## src/rtl/sib_pkg.sv

```systemverilog
package sib_pkg;

    localparam int ADDR_W    = 12;
    localparam int DATA_W    = 32;
    localparam int SLOT_LOG2 = 4;
    localparam int IDX_W     = ADDR_W - SLOT_LOG2;
    localparam int REG_W     = 3;
    localparam int TF_FIRST  = 1;
    localparam int TF_LAST   = 7;
    localparam int CTL_IDX_A = 8;
    localparam int CTL_IDX_B = 22;
    localparam int DATA_IDX  = 0;

    typedef enum logic [1:0] {
        SZ_BYTE = 2'b00,
        SZ_HALF = 2'b01,
        SZ_WORD = 2'b10,
        SZ_RSVD = 2'b11
    } size_e;

    typedef enum logic [1:0] {
        TGT_NONE = 2'd0,
        TGT_TASK = 2'd1,
        TGT_CTRL = 2'd2,
        TGT_DATA = 2'd3
    } target_e;

    typedef enum logic [1:0] {
        PH_IDLE = 2'd0,
        PH_WAIT = 2'd1,
        PH_DONE = 2'd2
    } phase_e;

    typedef struct packed {
        target_e          tgt;
        logic [REG_W-1:0] sel;
        size_e            size;
    } route_t;

    function automatic logic [15:0] swap16(input logic [15:0] d);
        return {d[7:0], d[15:8]};
    endfunction

    function automatic logic [31:0] swap32(input logic [31:0] d);
        return {d[7:0], d[15:8], d[23:16], d[31:24]};
    endfunction

    // Value an unmapped read returns for a given access size.
    function automatic logic [DATA_W-1:0] miss_fill(input size_e s);
        case (s)
            SZ_BYTE: return {{(DATA_W-8){1'b0}}, 8'hFF};
            SZ_HALF: return {{(DATA_W-16){1'b0}}, 16'hFFFF};
            default: return {DATA_W{1'b1}};
        endcase
    endfunction

endpackage

```

## src/rtl/sib_decode.sv

```systemverilog
module sib_decode
    import sib_pkg::*;
(
    input  logic [ADDR_W-1:0] addr,
    input  size_e             size,
    output route_t            route
);
    logic [IDX_W-1:0] idx;
    logic             tf_hit;
    logic             ctl_hit;
    logic             dat_hit;

    // slot index ignores the low nibble
    assign idx     = addr[ADDR_W-1:SLOT_LOG2];
    assign tf_hit  = (idx >= IDX_W'(TF_FIRST)) && (idx <= IDX_W'(TF_LAST));
    assign ctl_hit = (idx == IDX_W'(CTL_IDX_A)) || (idx == IDX_W'(CTL_IDX_B));
    assign dat_hit = (idx == IDX_W'(DATA_IDX));

    always_comb begin
        route.tgt  = TGT_NONE;
        route.sel  = '0;
        route.size = size;
        case (size)
            SZ_BYTE: begin
                if (tf_hit) begin
                    route.tgt = TGT_TASK;
                    route.sel = idx[REG_W-1:0];
                end else if (ctl_hit) begin
                    route.tgt = TGT_CTRL;
                end
            end
            SZ_HALF, SZ_WORD: begin
                if (dat_hit) route.tgt = TGT_DATA;
            end
            default: route.tgt = TGT_NONE;
        endcase
    end
endmodule

```

## src/rtl/sib_lane.sv

```systemverilog
module sib_lane
    import sib_pkg::*;
(
    input  size_e             size,
    input  logic [DATA_W-1:0] din,
    output logic [DATA_W-1:0] dout
);
    always_comb begin
        case (size)
            SZ_BYTE: dout = {{(DATA_W-8){1'b0}}, din[7:0]};
            SZ_HALF: dout = {{(DATA_W-16){1'b0}}, swap16(din[15:0])};
            SZ_WORD: dout = swap32(din);
            default: dout = '0;
        endcase
    end
endmodule

```

## src/rtl/sib_ctrl.sv

```systemverilog
module sib_ctrl
    import sib_pkg::*;
(
    input  logic              clk,
    input  logic              rst,
    input  logic              host_valid,
    input  logic              host_write,
    input  route_t            route_in,
    input  logic [DATA_W-1:0] wlane_in,
    input  logic [DATA_W-1:0] rlane_in,
    input  logic              tf_ack,
    output route_t            route_q,
    output logic              we_q,
    output logic [DATA_W-1:0] wdata_q,
    output logic              req,
    output logic              ready,
    output logic [DATA_W-1:0] rdata_q
);
    phase_e phase;

    always_ff @(posedge clk) begin
        if (rst) begin
            phase   <= PH_IDLE;
            route_q <= '0;
            we_q    <= 1'b0;
            wdata_q <= '0;
            rdata_q <= '0;
        end else begin
            case (phase)
                PH_IDLE: begin
                    if (host_valid) begin
                        route_q <= route_in;
                        we_q    <= host_write;
                        wdata_q <= wlane_in;
                        if (route_in.tgt != TGT_NONE) begin
                            phase <= PH_WAIT;
                        end else begin
                            rdata_q <= host_write ? '0 : miss_fill(route_in.size);
                            phase   <= PH_DONE;
                        end
                    end
                end
                PH_WAIT: begin
                    if (tf_ack) begin
                        rdata_q <= we_q ? '0 : rlane_in;
                        phase   <= PH_DONE;
                    end
                end
                PH_DONE: begin
                    phase <= PH_IDLE;
                end
                default: phase <= PH_IDLE;
            endcase
        end
    end

    assign req   = (phase == PH_WAIT);
    assign ready = (phase == PH_DONE);
endmodule

```

## src/rtl/strided_ide_bridge.sv

```systemverilog
module strided_ide_bridge
    import sib_pkg::*;
(
    input  logic        clk,
    input  logic        rst,
    input  logic        host_valid,
    input  logic        host_write,
    input  logic [1:0]  host_size,
    input  logic [11:0] host_addr,
    input  logic [31:0] host_wdata,
    output logic        host_ready,
    output logic [31:0] host_rdata,
    output logic        tf_req,
    output logic        tf_we,
    output logic [1:0]  tf_target,
    output logic [2:0]  tf_reg,
    output logic [1:0]  tf_size,
    output logic [31:0] tf_wdata,
    input  logic        tf_ack,
    input  logic [31:0] tf_rdata
);
    route_t            route_now;
    route_t            route_q;
    logic [DATA_W-1:0] wlane;
    logic [DATA_W-1:0] rlane;
    logic [DATA_W-1:0] wdata_q;
    logic              we_q;

    sib_decode u_decode (
        .addr  (host_addr),
        .size  (size_e'(host_size)),
        .route (route_now)
    );

    // Host lanes toward the device
    sib_lane u_lane_w (
        .size (route_now.size),
        .din  (host_wdata),
        .dout (wlane)
    );

    // Device lanes toward the host
    sib_lane u_lane_r (
        .size (route_q.size),
        .din  (tf_rdata),
        .dout (rlane)
    );

    sib_ctrl u_ctrl (
        .clk        (clk),
        .rst        (rst),
        .host_valid (host_valid),
        .host_write (host_write),
        .route_in   (route_now),
        .wlane_in   (wlane),
        .rlane_in   (rlane),
        .tf_ack     (tf_ack),
        .route_q    (route_q),
        .we_q       (we_q),
        .wdata_q    (wdata_q),
        .req        (tf_req),
        .ready      (host_ready),
        .rdata_q    (host_rdata)
    );

    assign tf_we     = we_q;
    assign tf_target = route_q.tgt;
    assign tf_reg    = route_q.sel;
    assign tf_size   = route_q.size;
    assign tf_wdata  = wdata_q;
endmodule

```

## config.mk

```make
export PLATFORM = sky130hd
export DESIGN_NAME = strided_ide_bridge
export DESIGN_NICKNAME = d
export VERILOG_FILES = /design/src/rtl/sib_pkg.sv /design/src/rtl/sib_decode.sv /design/src/rtl/sib_lane.sv /design/src/rtl/sib_ctrl.sv /design/src/rtl/strided_ide_bridge.sv
export SDC_FILE = /design/constraint.sdc
export NUM_CORES = 1
export LEC_CHECK = 0
export ABC_AREA = 1
export BUFFER_PORTS_ARGS = -buffer_cell sky130_fd_sc_hd__buf_4
export CAP_MARGIN = 40
export CORE_MARGIN = 2
export CORE_UTILIZATION = 45
export DETAILED_ROUTE_END_ITERATION = 10
export PLACE_DENSITY = 0.72
export REMOVE_ABC_BUFFERS = 1
export SLEW_MARGIN = 20
export SYNTH_ARGS = -nofsm -noshare
export SYNTH_HDL_FRONTEND = slang
export SYNTH_SLANG_ARGS = --single-unit
```

## constraint.sdc

```tcl
create_clock -name clk -period 2.4 [get_ports clk]
set_input_delay 0.48 -clock clk [delete_from_list [all_inputs] [get_ports clk]]
set_output_delay 0.48 -clock clk [all_outputs]
set_load 0.01 [all_outputs]
```

==> key figures, run 1 <==
Timing
  – RSZ-0062 raised after global routing: false
  – Final Hold Slack: 0.407 ns
  – Crit share post-route: 72.9%
  – Pin slew with the least headroom to its limit: 0.635 ns
  – Fmax: 0.571 GHz
  – Worst setup margin: 0.650 ns
  – Final Max Tran Viols: 0
  – Clock skew: 0.0109 ns
  – Min Clock Period, post-route: 1.75 ns
  – # setup viols final: 0
  – Final Hold Viols: 0
  – Slew HR: 57.6%

Yosys
  – Post-synth top area share: 38.5%
  – Seq cells post-synth: 74
  – Synth Instances: 548
  – Synth top area cells: dfxtp_1 38%, nand2_1 14%, a21oi_1 12%
  – Ys Warns: 0
  – Netlist cell types: 26
  – Post-synthesis sequential area ratio: 38.5%
  – Synthesized area: 0.00385 mm²
  – Synth area leader: dfxtp_1
  – Avg Cell Area, Syn: 7.02 µm²

Routing
  – Drt first-iter violations: 160
  – Via count: 4,121
  – DRT Pass-1 Iters: 4
  – Routed len/inst: 13.8 µm
  – Detailed-route DRC error count: 0
  – Total wire length: 10.9 mm
  – Antenna-violating nets left: 0
  – Vias per cell: 5.20

Hold path
  – Hold/Removal Path Class: primary input to flip-flop
  – Hold depth: 3

CTS
  – Hold_buf cts: 0
  – CTS Buf Count: 9
  – CTS clk-pin slew, worst paths: 0.08 ns
  – Post-CTS Setup Bufs: 0
  – H-tree depth: 3
  – Max Buffers Root-to-Sink: 2
  – Worst skew pair latency: 0.35 ns
  – Clk root buf: clkbuf_8
  – CTS tree: built
  – Post-CTS Resized: 0
  – # clock sinks: 74

Power
  – Peak VDD IR: 369 µV
  – Leak pwr: 2.46 nW
  – Power Density: 582 mW/mm²

Floorplan
  – # IOs: 157
  – Core Area: 0.00826 mm²
  – Row count: 33
  – Starting Density: 46.6%
  – Die width: 96.5 µm
  – Total die area: 0.00931 mm²
  – Die Height: 96.5 µm

Finish
  – Synth-to-layout area growth: 35.5%
  – Antenna Cells: 0
  – Utilization after layout: 63.2%
  – Final net count: 769
  – Filler Cell Count: 807
  – Share of cells above drive strength 1: 31.0%
  – Layout Cells excl Fill: 792
  – Multi-input logic area: 0.00204 mm²
  – Sequential Area: 0.00148 mm²

Setup path
  – Kind of critical path: primary input to flip-flop
  – Worst Setup End Kind: flip-flop
  – Worst EP arrival: 1.99 ns
  – Crit-path most repeated cell: nand2_1
  – Cell Chain, Critical Path: buf_4 -> inv_1 -> ha_1 -> nand3_1 -> nand2_1 -> nand2_1 -> nand2_1 -> nand2_2 -> buf_12 -> nand3_1 -> nand2_1 -> nor2_1
  – Delay-heaviest family, CP: simple AND/OR/NAND/NOR gates
  – Worst Path Required: 2.64 ns
  – CP max FO: 53
  – Critical Path Stages: 12
  – R2R cell count: 7
  – Crit path largest cell delay: 0.28 ns
  – Highest-delay cell along the critical path: buf_12
  – Crit path buf inv count: 3
  – Nature of the critical path startpoint: primary input

Global routing
  – First-pass GRT wire length: 17.2 mm
  – Initial antenna violation count: 0
  – Largest net degree at the start of global routing: 67
  – Tot GR Track Use: 23.4%
  – Vias in the first global route: 3,713
  – Total gr overflow: 0

Job
  – Max-Cap Viols: 0

Place
  – Dpl cells: 776
  – Port buffer count: 152
  – Setup WS pre-CTS: 0.295 ns
  – DPL Wire Length: 7.81 mm
  – GPL Wtd Cong: 0.834

Status
  – Status: completed
==> per-layer routing <==
layer / up-vias / share of wire, % / global-route usage (%)
li1: 2082 / - / -
met1: 1862 / 42 / 29.5
met2: 162 / 45 / 38.1
met3: 15 / 10 / 6.98
met4: 0 / 1.7 / 7.98
met5: - / 0 / 0
==> cell families after synthesis <==
family                     count (synthesis)  share of synthesized area, %
AOI/OAI and AO/OA                        126                          18.0
adders and majority gates                  4                          1.30
buffers and inverters                     66                          8.91
DFF                                       74                          38.5
and+or+nand+nor                          278                          33.3
==> where the power goes <==
part	switching, mW	internal [mW]
Combinational	0.330	0.293
Clock	0.488	0.583
Sequential	0.0441	1.30
==> layout make-up <==
type                            instances  area share [%]
Clock buffer                            9            2.38
Clock inverter                          7            1.80
Inverter                               26            1.87
Multi-Input combinational cell        408            39.1
Sequential cell                        74            28.4
Tap cell                              105            2.52
Timing Repair Buffer                  163            23.9
==> synthesized netlist by cell type <==
master    number
a21oi_1       96
nor2_8         2
dfxtp_1       74
o21ai_0        8
a21oi_4        1
o21ai_1        5
or2_1          1
buf_6          8
nand2_1      146
a22o_1         8
a22oi_1        8
nor2_2         1
clkinv_1       2
nor3_1         1
ha_1           4
nor2_1        53
buf_2         16
buf_1          1
nor2_4         1
clkbuf_1      11
nand3_2       20
inv_2          6
inv_1         18
nand2_2        1
nand3_1       52
buf_4          4
==> sequential cells by signal, summed over array words and instances, names as in the netlist <==
name            cells
u_ctrl.we_q         1
u_ctrl.rdata_q     32
u_ctrl.phase        2
u_ctrl.route_q      7
u_ctrl.wdata_q     32
==> path summary, 6_finish.rpt <==
kind,startpoint,to,slack [ns]
setup / recovery,host_size[1],u_ctrl.rdata_q[18],0.65
hold / removal,host_addr[5],u_ctrl.route_q[3],0.41
setup reg to reg,u_ctrl.phase[1],u_ctrl.wdata_q[10],0.68
hold reg to reg,u_ctrl.wdata_q[23],u_ctrl.wdata_q[23],0.47
==> cell usage in the layout (no fill, tap or decap), drive strengths merged, types with 4 or more instances in the layout <==
cell type / synthesis / layout
a22o: 8 / 8
clkbuf: 11 / 9
nor2: 57 / 57
a22oi: 8 / 8
dfxtp: 74 / 74
ha: 4 / 4
buf: 29 / 163
o21ai: 13 / 13
inv: 24 / 24
nand2: 147 / 147
clkinv: 2 / 5
nand3: 72 / 72
a21oi: 97 / 97
==> worst min-delay path: cells and delay by family <==
family	cells	cell delay, ns
AOI/OAI and AO/OA	1	0.05
buffers and inverters	1	0.12
and+or+nand+nor	1	0.06
==> stage by stage <==
step / power (mW) / setup TNS (ns) / area (µm²)
2_1_floorplan: 1.67 / -46.69 / 3600
3_3_place_gp: 1.98 / 0 / 5000
3_5_place_dp: 1.99 / 0 / 5000
4_1_cts: 3.06 / 0 / 5220
5_1_grt: 3.18 / 0 / 5220
6_report: 3.04 / 0 / 5220
(Power assumes the default switching activity.)
==> run 2, diff against run 1 <==
- clock period: 2.4 -> 1.77 ns (I/O delays scaled with it)
==> run 2 against run 1 <==
Net effect:
- worst hold slack lost 0.13 ns
- routed wire length grew 1.2%
- critical path depth shrank 6
- count of clock-buffer cells in the layout grew 3
- design area grew 3.0%
- largest cell class unchanged
==> key figures, run 2 (synthesis results as in run 1) <==
Status
  – Status: completed

Routing
  – Via count: 4,106 (-0.36%)
  – Antenna-violating nets left: 0 (unchanged)
  – Total wire length: 11.0 mm (+1.2%)
  – Vias per cell: 5.11 (-1.9%)
  – Routed len/inst: 13.7 µm (-0.31%)
  – Detailed-route DRC error count: 0 (unchanged)
  – Drt first-iter violations: 171 (+6.9%)
  – DRT Pass-1 Iters: 6 (+2)

Power
  – Leak pwr: 2.55 nW (+3.5%)
  – Switching pwr: 1.14 mW (+33%)
  – Switching Fraction: 27.1% (-1.3 points)
  – Power Density: 787 mW/mm² (+35%)
  – Sequential cell fraction of total power: 43.0% (-1.2 points)
  – Cell Int Power: 3.09 mW (+42%)
  – Clock power share: 36.4% (+1.1 points)
  – Total chip power: 4.23 mW (+39%)
  – Combinational group share of total power: 20.6% (about the same)
  – Peak VDD IR: 452 µV (+22%)

Place
  – Dpl cell area: 0.00512 mm² (+2.6%)
  – DPL Wire Length: 7.86 mm (+0.54%)
  – Port buffer count: 152 (unchanged)
  – GPL Wtd Cong: 0.814 (-2.4%)

CTS
  – Max Buffers Root-to-Sink: 2 (unchanged)
  – Hold_buf cts: 0 (unchanged)
  – CTS tree: built
  – Post-CTS Setup Bufs: 0 (unchanged)
  – Worst skew pair latency: 0.34 ns (about the same)
  – CTS Buf Count: 9 (unchanged)
  – # clock sinks: 74 (unchanged)
  – CTS clk-pin slew, worst paths: 0.08 ns (about the same)
  – Clk root buf: clkbuf_8
  – Post-CTS Resized: 0 (unchanged)
  – H-tree depth: 3 (unchanged)

Setup path
  – Cell Chain, Critical Path: nor2_1 -> nand2_1 -> clkinv_1 -> buf_4 -> o21ai_0 -> a21oi_1
  – Crit path buf inv count: 2 (-1)
  – Crit path largest cell delay: 0.46 ns (+0.18 ns)
  – Worst Path Required: 2.00 ns (-0.64 ns)
  – Highest-delay cell along the critical path: dfxtp_1
  – Delay-heaviest family, CP: flip-flops
  – Worst EP arrival: 1.82 ns (-0.17 ns)
  – Kind of critical path: flip-flop to flip-flop
  – Nature of the critical path startpoint: flip-flop
  – CP max FO: 26 (-51%)
  – Worst Setup End Kind: flip-flop

Floorplan
  – Core Area: 0.00826 mm² (unchanged)
  – Total die area: 0.00931 mm² (unchanged)
  – # IOs: 157 (unchanged)
  – Starting Density: 46.6% (unchanged)
  – Die width: 96.5 µm (unchanged)
  – Die Height: 96.5 µm (unchanged)
  – Row count: 33 (unchanged)

Hold path
  – Hold/Removal Path Class: primary input to flip-flop

Timing
  – Pin slew with the least headroom to its limit: 0.488 ns (-0.147 ns)
  – Slew HR: 67.3% (+9.7 points)
  – Final Hold Slack: 0.275 ns (-0.132 ns)
  – RSZ-0062 raised after global routing: false
  – Setup TNS: 0 ns (unchanged)
  – Clock skew: 0.00913 ns (-0.00176 ns)
  – Min Clock Period, post-route: 1.59 ns
  – Crit share post-route: 90.0%
  – # setup viols final: 0 (unchanged)
  – Final Hold Viols: 0 (unchanged)
  – Final Max Tran Viols: 0 (unchanged)
  – Fmax: 0.628 GHz

Finish
  – Utilization after layout: 65.1% (+1.9 points)
  – Commonest non-fill, non-tap cell in the layout: buf_4
  – Antenna Cells: 0 (unchanged)
  – Share of cells above drive strength 1: 32.3% (+1.3 points)
  – Synth-to-layout area growth: 39.6%
  – Final net count: 781 (+1.6%)
  – Cell area after layout: 0.00537 mm² (+3.0%)
  – Largest registers: u_ctrl.rdata_q x32, u_ctrl.wdata_q x32, u_ctrl.route_q x7
  – Most frequent cells in the layout: 170 x buf_4, 145 x nand2_1, 95 x a21oi_1

Global routing
  – Tot GR Track Use: 24.0% (+0.65 points)
  – Largest net degree at the start of global routing: 41 (-39%)
  – First-pass GRT wire length: 17.6 mm (+2.5%)
  – Initial antenna violation count: 0 (unchanged)
  – Total gr overflow: 0 (unchanged)
  – Vias in the first global route: 3,765 (+1.4%)

Job
  – Max-Cap Viols: 0 (unchanged)
## run 2: changes by cell type in the layout (fill, tap and decap cells not counted), sizes merged
cell / before / now
clkinvlp: 2 / 1
clkbuf: 9 / 12
buf: 163 / 175
clkinv: 5 / 3
## run 2: per-stage QoR
| stage | worst slack, ns | cells |
|---|---|---|
| 2_1_floorplan | -2.01 | 508 |
| 3_3_place_gp | 0.00834 | 788 |
| 3_5_place_dp | -0.0256 | 788 |
| 4_1_cts | 0.0874 | 804 |
| 5_1_grt | 0.00409 | 804 |
| 6_report | 0.177 | 804 |
## run 2: power groups by stage
stage	clock [mW]	sequential, mW	combinational (mW)
global placement	0	1.85	0.859
detailed placement	0	1.86	0.871
global route	1.64	1.83	0.970
CTS	1.57	1.82	0.873
finish	1.54	1.82	0.871
floorplan	0	1.90	0.375
## run 2: final timing paths
check	start	endpoint	slack, ns	cells past startpoint
setup / recovery	u_ctrl.phase[1]	u_ctrl.route_q[2]	0.18	6
hold reg to reg	u_ctrl.wdata_q[26]	u_ctrl.wdata_q[26]	0.47	2
hold / removal	host_addr[4]	u_ctrl.route_q[2]	0.28	3
setup reg to reg	u_ctrl.phase[1]	u_ctrl.route_q[2]	0.18	6
## run 2: cell type report
class,count,area [µm²]
Clock buffer,12,165
Clock inverter,4,72.6
Fill cell,744,2880
Multi-Input combinational cell,408,2050
Tap cell,105,131
Timing Repair Buffer,175,1380
Sequential cell,74,1480
Inverter,26,100
## run 2: routing by layer
layer / up-vias / global-route usage, % / routed length (µm)
li1: 2099 / - / -
met1: 1865 / 28.5 / 4470
met2: 138 / 41.6 / 5530
met3: 4 / 7.37 / 998
met4: 0 / 7.63 / 48
met5: - / 0 / 0
## run 2: tightest hold or removal path, stage by stage
cell,delay (ns)
buf_4,0.11
nand2_1,0.06
a21oi_1,0.05
